## config.mk

```make
export PLATFORM = sky130hd
export DESIGN_NAME = dmd_tpg
export DESIGN_NICKNAME = d
export VERILOG_FILES = /design/src/rtl/dmd_tpg.sv
export SDC_FILE = /design/constraint.sdc
export NUM_CORES = 1
export LEC_CHECK = 0
export BUFFER_PORTS_ARGS = -buffer_cell sky130_fd_sc_hd__buf_2
export CELL_PAD_IN_SITES_DETAIL_PLACEMENT = 1
export CELL_PAD_IN_SITES_GLOBAL_PLACEMENT = 1
export CORE_AREA = 2 2 133 135
export DETAILED_ROUTE_END_ITERATION = 16
export DIE_AREA = 0 0 135 137
export PLACE_DENSITY_LB_ADDON = 0.05
export RECOVER_POWER = 100
export SYNTH_ARGS = -nofsm -noshare
export SYNTH_HDL_FRONTEND = slang
export SYNTH_SLANG_ARGS = --single-unit
```

## constraint.sdc

```tcl
create_clock -name clk -period 15.1 [get_ports clk]
set_input_delay 3.02 -clock clk [delete_from_list [all_inputs] [get_ports clk]]
set_output_delay 3.02 -clock clk [all_outputs]
set_load 0.005 [all_outputs]
```

## src/rtl/dmd_tpg.sv

```systemverilog
module dmd_tpg #(
  parameter int PPB = 64,
  parameter int FRAME_W = 2048,
  parameter int FRAME_H = 272,
  parameter int TW = 16,
  parameter logic [31:0] SEED = 32'h1D87_2B41
) (
  input  logic           clk,
  input  logic           rst_n,
  input  logic           frame_start,
  input  logic [3:0]     pat_sel,
  input  logic           cycle_en,
  input  logic [TW-1:0]  timer_period,
  input  logic           out_ready,
  output logic           out_valid,
  output logic [PPB-1:0] pix,
  output logic           row_end,
  output logic           frame_end
);
  localparam int BEATS = FRAME_W / PPB;
  localparam int CW = $clog2(BEATS);
  localparam int LW = $clog2(FRAME_H);
  localparam int PB = $clog2(PPB);

  logic          active, alt, falt;
  logic [CW-1:0] col;
  logic [LW-1:0] line;
  logic [7:0]    ty;
  logic [3:0]    pat;
  logic [2:0]    cyc;
  logic [TW-1:0] tcnt;
  logic [31:0]   lfsr, lfsr_nx, s;
  logic [PPB-1:0] rnd, px;

  wire last_col  = col == CW'(BEATS - 1);
  wire last_line = line == LW'(FRAME_H - 1);
  wire start     = frame_start & ~active;
  wire fire      = active & out_ready;

  wire [TW-1:0] per    = (timer_period == '0) ? TW'(1) : timer_period;
  wire [TW:0]   tnext  = {1'b0, tcnt} + (TW+1)'(1);
  wire          expire = tnext >= {1'b0, per};

  function automatic logic pgen(input logic [3:0] p, input logic a,
                                input logic [9:0] tx, input logic [7:0] ty_i,
                                input logic r);
    logic chk;
    chk = ~(tx[6] ^ (ty_i >= 8'd68));
    case (p)
      4'h0: pgen = 1'b1;
      4'h2: pgen = chk;
      4'h3: pgen = (tx == 10'd1023) || (ty_i == 8'd135) || (tx[4:0] == 5'd0) ||
                   (ty_i == 8'd0) || (ty_i == 8'd34) || (ty_i == 8'd68) || (ty_i == 8'd102);
      4'h4: pgen = tx[3:0] == ty_i[3:0];
      4'h5: pgen = (tx[3:0] + ty_i[3:0]) == 4'd0;
      4'h6: pgen = ~ty_i[4];
      4'h7: pgen = ~tx[4];
      4'h8: pgen = (ty_i < 8'd68) & ~(tx[5] ^ (ty_i >= 8'd34));
      4'h9: pgen = (tx[2:0] == 3'd0) && (ty_i[2:0] == 3'd0);
      4'hA: pgen = a ? chk : ~chk;
      4'hB: pgen = r;
      4'hC: pgen = ~ty_i[0];
      4'hD: pgen = ~tx[0];
      4'hE: pgen = ~a;
      default: pgen = 1'b0;
    endcase
  endfunction

  always_comb begin
    s = lfsr;
    for (int i = 0; i < PPB; i++) begin
      rnd[i] = s[31];
      s = {s[30:0], s[31] ^ s[21] ^ s[1] ^ s[0]};
    end
    lfsr_nx = s;
  end

  always_comb
    for (int i = 0; i < PPB; i++)
      px[i] = pgen(pat, falt, 10'({col, PB'(i)}), ty, rnd[i]);

  always_ff @(posedge clk) begin
    if (!rst_n) begin
      active <= 1'b0; col <= '0; line <= '0; ty <= '0;
      pat <= '0; alt <= 1'b0; falt <= 1'b0; cyc <= '0; tcnt <= '0;
      lfsr <= SEED;
    end else if (start) begin
      active <= 1'b1; col <= '0; line <= '0; ty <= '0;
      pat  <= cycle_en ? {1'b0, cyc} : pat_sel;
      falt <= alt;
      if (expire) begin
        tcnt <= '0;
        alt  <= ~alt;
        if (cycle_en) cyc <= cyc + 3'd1;
      end else begin
        tcnt <= tnext[TW-1:0];
      end
    end else if (fire) begin
      lfsr <= lfsr_nx;
      if (last_col) begin
        col <= '0;
        if (last_line) active <= 1'b0;
        else begin
          line <= line + LW'(1);
          ty   <= (ty == 8'd135) ? 8'd0 : ty + 8'd1;
        end
      end else begin
        col <= col + CW'(1);
      end
    end
  end

  assign out_valid = active;
  assign pix       = active ? px : '0;
  assign row_end   = active & last_col;
  assign frame_end = row_end & last_line;
endmodule

```

### After elaboration in Yosys (flattened, before gate mapping)

Cells that the tools add are included.

* magnitude comparators: 4
* multipliers: 0
* bitwise logic cells: 209
* divide/modulo/power cells: 0
* equal/unequal tests: 35
* $add $sub $neg: 20
* shift-type cells: 0
* multiplexer cells: 75
* reductions and logical operators: 43

Operators with widths (number)
* $pmux W1 S11: 58
* $xor A1 B1 Y1: 193
* $logic_not A4 Y1: 17
* $mux W64: 1
* $pmux W1 S12: 4
* $add A4 B4 Y4 const A: 8
* $eq A4 B4 Y1 const A: 8
* $eq A4 B4 Y1 const B: 8
* $mux W16: 2
* $pmux W1 S10: 2
* $add A16 B1 Y17 const B: 1
* $ge A17 B16 Y1: 1
* $add A3 B4 Y4 const A: 4
* $eq A3 B4 Y1 const A: 4
* $eq A4 B3 Y1 const B: 4
* $eq A8 B7 Y1 const B: 2
* $logic_not A16 Y1: 1
* $not A1 Y1: 10
* $add A9 B1 Y9 const B: 1
* $eq A9 B9 Y1 const B: 1
* $logic_or A1 B1 Y1: 9
* $reduce_and A3 Y1: 3
* $add A2 B4 Y4 const A: 2
* $add A8 B1 Y8 const B: 1
* 24 further kinds: 41

* register bits: 80
* latch bits: 0
* memory bits (read-only): 0
* word-level logic and storage cells: 396
* memories kept: 0
* output and inout port bits: 67
* input bits: 25
* bits in writable memories: 0

### Depth between registers and ports, before layout

* depth in word-level cells: 66
* depth in mapped cells: 16
* depth with buffers taken out: 15

### Worst setup path after synthesis

No wires, ideal clock.

* path type: reg-to-output
* start point: reg lfsr[10]
* end point: out pix[57]
* buffers on the path: 1
* arrival: 3304 ps
* cell stages (with the launch flop): 11
* required time: 12080 ps
* path slack: 8776 ps
* cell sequence: dfxtp_1 clkbuf_1 xnor2_1 xnor3_1 xnor2_2 xnor3_1 xnor2_1 xor2_1 xnor2_1 nand2_1 a31oi_1

* cells in the longest elaborated chain, start to end: 19
* elaborated cells on any way between the ends: 33
* those cells by class: mux: 2; bitwise: 31

Ends and longest elaborated chain
* from (decl): RTL line 32 `logic [31:0] lfsr, lfsr_nx, s;`
* from (signal assigned): RTL line 99 `lfsr <= lfsr_nx;`
* $xor A1 B1 Y1 (16 in series): RTL line 73 `s = {s[30:0], s[31] ^ s[21] ^ s[1] ^ s[0]};`
* $xor A1 B1 Y1 (*): RTL line 73
* $pmux W1 S11 (*): RTL line 49 `case (p)`
* $mux W64 (*): RTL line 114 `assign pix = active ? px : '0;`
* to (decl): RTL line 16 `output logic [PPB-1:0] pix,`

Mark *: on every way between the ends. The rest lies on a longest branch, timed or not.

### Worst setup path in the final report

* start point: reg lfsr[19]
* end point: out pix[63]

* cells in the longest elaborated chain, start to end: 34
* elaborated cells on any way between the ends: 71
* those cells by class: mux: 2; bitwise: 69

Ends and longest elaborated chain (RTL line)
* $xor A1 B1 Y1 (31 in series): 73
* $xor A1 B1 Y1 (*): 73
* $pmux W1 S11 (*): 49
* $mux W64 (*): 114

Marks and branches as above.

==> results.py <==
metrics = {
    "synth": {
        "synth-seq-cells": 80,
        "syn_inst": 990,
        "ys_warn_count": 0,
        "synthFlopType": "dfxtp_1",
        "ys_seq_area_frac": 0.195,
        "synthTopCellsByArea": "dfxtp_1 20%, xnor2_1 18%, xor2_1 6.6%",
        "yosysTopAreaCellShare": 0.195,
        "yosysUniqueCellTypes": 62,
        "synth_area_leader_cell": "dfxtp_1",
        "synth-async-reset-ratio": 0,
        "syn_nets": 1047,
        "syn_area_sq_mm": 0.00821,
        "synth-edff-count": 0,
        "synth_area_per_cell_sq_um": 8.29,
    },
    "finish": {
        "final_net_count": 1096,
        "syn_to_final_growth_pct": 8.50,
        "final_util": 0.522,
        "fin_cells": 1269,
        "antenna_cells": 0,
        "drive_gt1_frac": 0.0575,
    },
    "die": {
        "die_height_um": 137,
        "boundaryPins": 92,
        "core_sq_mm": 0.0171,
        "die_w_um": 135,
        "rows": 48,
        "dieArea_sq_mm": 0.0185,
        "start_util": 0.481,
    },
    "worst_setup_path": {
        "cp.required_ns": 12.08,
        "arrival_ns": 5.15,
        "crit_start": "lfsr[19]$_SDFFE_PN0P_",
        "crit_path_max_incr_delay_ns": 0.92,
        "worst-path-buf-inv": 1,
        "slowest_stage": "xnor2_1",
        "reg2reg_from": "lfsr[19]$_SDFFE_PN0P_",
        "path_class": "flop to primary output",
        "path_cells": "xor2_1 > xnor3_1 > xor3_1 > xnor2_1 > xnor3_2 > xnor2_1 > xnor2_1 > nand2_1 > a41oi_1 > clkbuf_1",
        "cpLargestDelayFamily": "XOR/XNOR gates",
        "start_kind": "flop",
        "path_common_cell": "xnor2_1",
        "worst-path-max-fanout": 10,
        "endpoint_kind": "primary output",
    },
    "placed_design": {
        "io_buffers": 91,
        "gp_congestion": 0.956,
        "dpl.hpwl_um": 22800,
        "dpl.cell_count": 1253,
    },
    "routing": {
        "vias_per_cell": 5.85,
        "vias": 7418,
        "drt-initial-drc-count": 531,
        "ant_nets": 0,
        "drc": 0,
        "drt_first_pass_iters": 5,
        "wl_per_cell_um": 22.4,
        "drt-total-wl_um": 28500,
    },
    "sta": {
        "setup_violations": 0,
        "hold_viol_final": 0,
        "setup_tns_ns": 0,
        "min_period_over_period": 0.541,
        "slew_headroom": -0.286,
        "slew_violations": 84,
        "fin_skew_ns": 0.0107,
        "fin_crit_ns": 8.17,
        "worstMarginPinSlew_ns": 1.93,
        "clock.fmax_ghz": 0.122,
        "rsz0062_at_grt": "no",
    },
    "clocking": {
        "cts-root-buf": "clkbuf_16",
        "cts_buffers": 9,
        "path_clk_slew_ns": 0.06,
        "cts.sinks": 80,
        "post_cts_buffers": 0,
        "cts.path.max_buffers": 2,
        "h-tree-depth": 3,
        "postCtsResizedCells": 0,
        "cts_hold_buf": 0,
        "cts_tree": "built",
        "clkLatencyLatePin_ns": 0.35,
    },
    "status": {
        "outcome": "finished, violations left",
        "violations": "max-capacitance violations, max-slew violations",
    },
    "hold_path": {
        "hold_start": "tcnt[14]$_SDFFE_PN0P_",
        "min_path_type": "flop to flop",
    },
    "run": {
        "drv_cap": 2,
    },
    "grt": {
        "grtUsageTotal": 0.311,
        "grt_pass1_vias": 7291,
        "antenna_found_initial": 0,
        "grt_overflow": 0,
        "grt_start_max_net_pins": 64,
        "grt_pass1_wl_um": 43400,
    },
}
-- cells in the mapped netlist, drive strengths merged (3+ instances only) --
master	instances
or3	6
nor3	19
nor4	7
nand3b	4
nand2	134
o211ai	13
o21ai	35
clkbuf	52
mux2i	8
xnor3	27
ha	32
a32o	16
nor2	41
nand2b	11
a21oi	38
xnor2	177
nand4	12
buf	7
nor2b	10
dfxtp	80
o21a	5
a41oi	3
o211a	7
a31oi	60
and3	13
and2	17
xor2	65
a21o	3
inv	26
xor3	7
nand3	27
-- metrics by stage --
step	cell area, sq um	worst slack (ns)	hold slack [ns]
after CTS	9090	7.56	0.474
after global routing	8910	6.68	0.496
after detailed placement	8770	7.94	0.459
after global placement	8770	8.12	0.449
after floorplan	8210	8.78	0.441
final	8910	6.93	0.472
-- flip-flops by register name, summed over array words and instances (netlist names) --
name       cells
falt           1
line           9
lfsr          32
alt            1
pat            4
tcnt          16
ty             8
col            5
out_valid      1
cyc            3
-- cell families (layout without fill, tap and decap cells) --
| group | count (synthesis) | count (layout) | share of synthesized area |
|---|---|---|---|
| DFF | 80 | 80 | 0.195 |
| AOI/OAI and AO/OA | 194 | 194 | 0.155 |
| buffers and inverters | 86 | 140 | 0.0404 |
| muxes | 10 | 10 | 0.0125 |
| and+or+nand+nor | 312 | 312 | 0.180 |
| adders and majority gates | 32 | 32 | 0.0488 |
| xor gates and xnor gates | 276 | 276 | 0.368 |
-- path summary, 6_finish.rpt --
path                                 to  slack [ns]  cells after the start
hold reg to reg   tcnt[14]$_SDFFE_PN0P_        0.47                      1
hold / removal    tcnt[14]$_SDFFE_PN0P_        0.47                      1
setup reg to reg  lfsr[11]$_SDFFE_PN1P_        7.53                     12
setup / recovery                pix[63]        6.93                     10
-- metal layers --
| layer | track usage | up-vias | share of wire |
|---|---|---|---|
| met5 | 0 | - | 0 |
| met4 | 0.0914 | 0 | 0.024 |
| met3 | 0.0670 | 41 | 0.078 |
| met2 | 0.468 | 259 | 0.42 |
| met1 | 0.446 | 3579 | 0.48 |
| li1 | - | 3539 | - |
-- cell usage in the layout, fill, tap and decap left out, types with 4 or more instances in the layout --
cell type  synthesis  final
xnor2_1          170    175
nand2_1          134    134
dfxtp_1           80     80
clkbuf_1          52     65
xor2_1            62     63
a31oi_1           60     60
nor2_1            41     40
a21oi_1           38     38
o21ai_0           32     33
ha_1              32     32
nand3_1           27     27
inv_1             26     26
xnor3_1           23     26
buf_2              1     26
nor3_1            19     19
a32o_1            16     16
and3_1            13     13
o211ai_1          13     13
nand4_1           12     12
nand2b_1          11     11
nor2b_1           10     10
and2_0             3     10
clkbuf_16          0      9
mux2i_1            8      8
and2_1            14      7
nor4_1             7      7
o211a_1            7      7
xor3_1             6      6
or3_1              6      6
o21a_1             5      5
nand3b_1           4      4
clkbuf_2           0      4
-- final cells by class --
class                   count  area [sq um]
clock inverters             6          91.3
well taps                 225           282
repair buffers             97           413
fillers                  2152          8150
inverters                  27           101
multi-input cells         824          6190
clock buffers              10           229
flip-flops and latches     80          1600
Power is left out: the tool's default activity adds up to more than one toggle a clock period on the data nets, which glitch-free logic cannot reach.
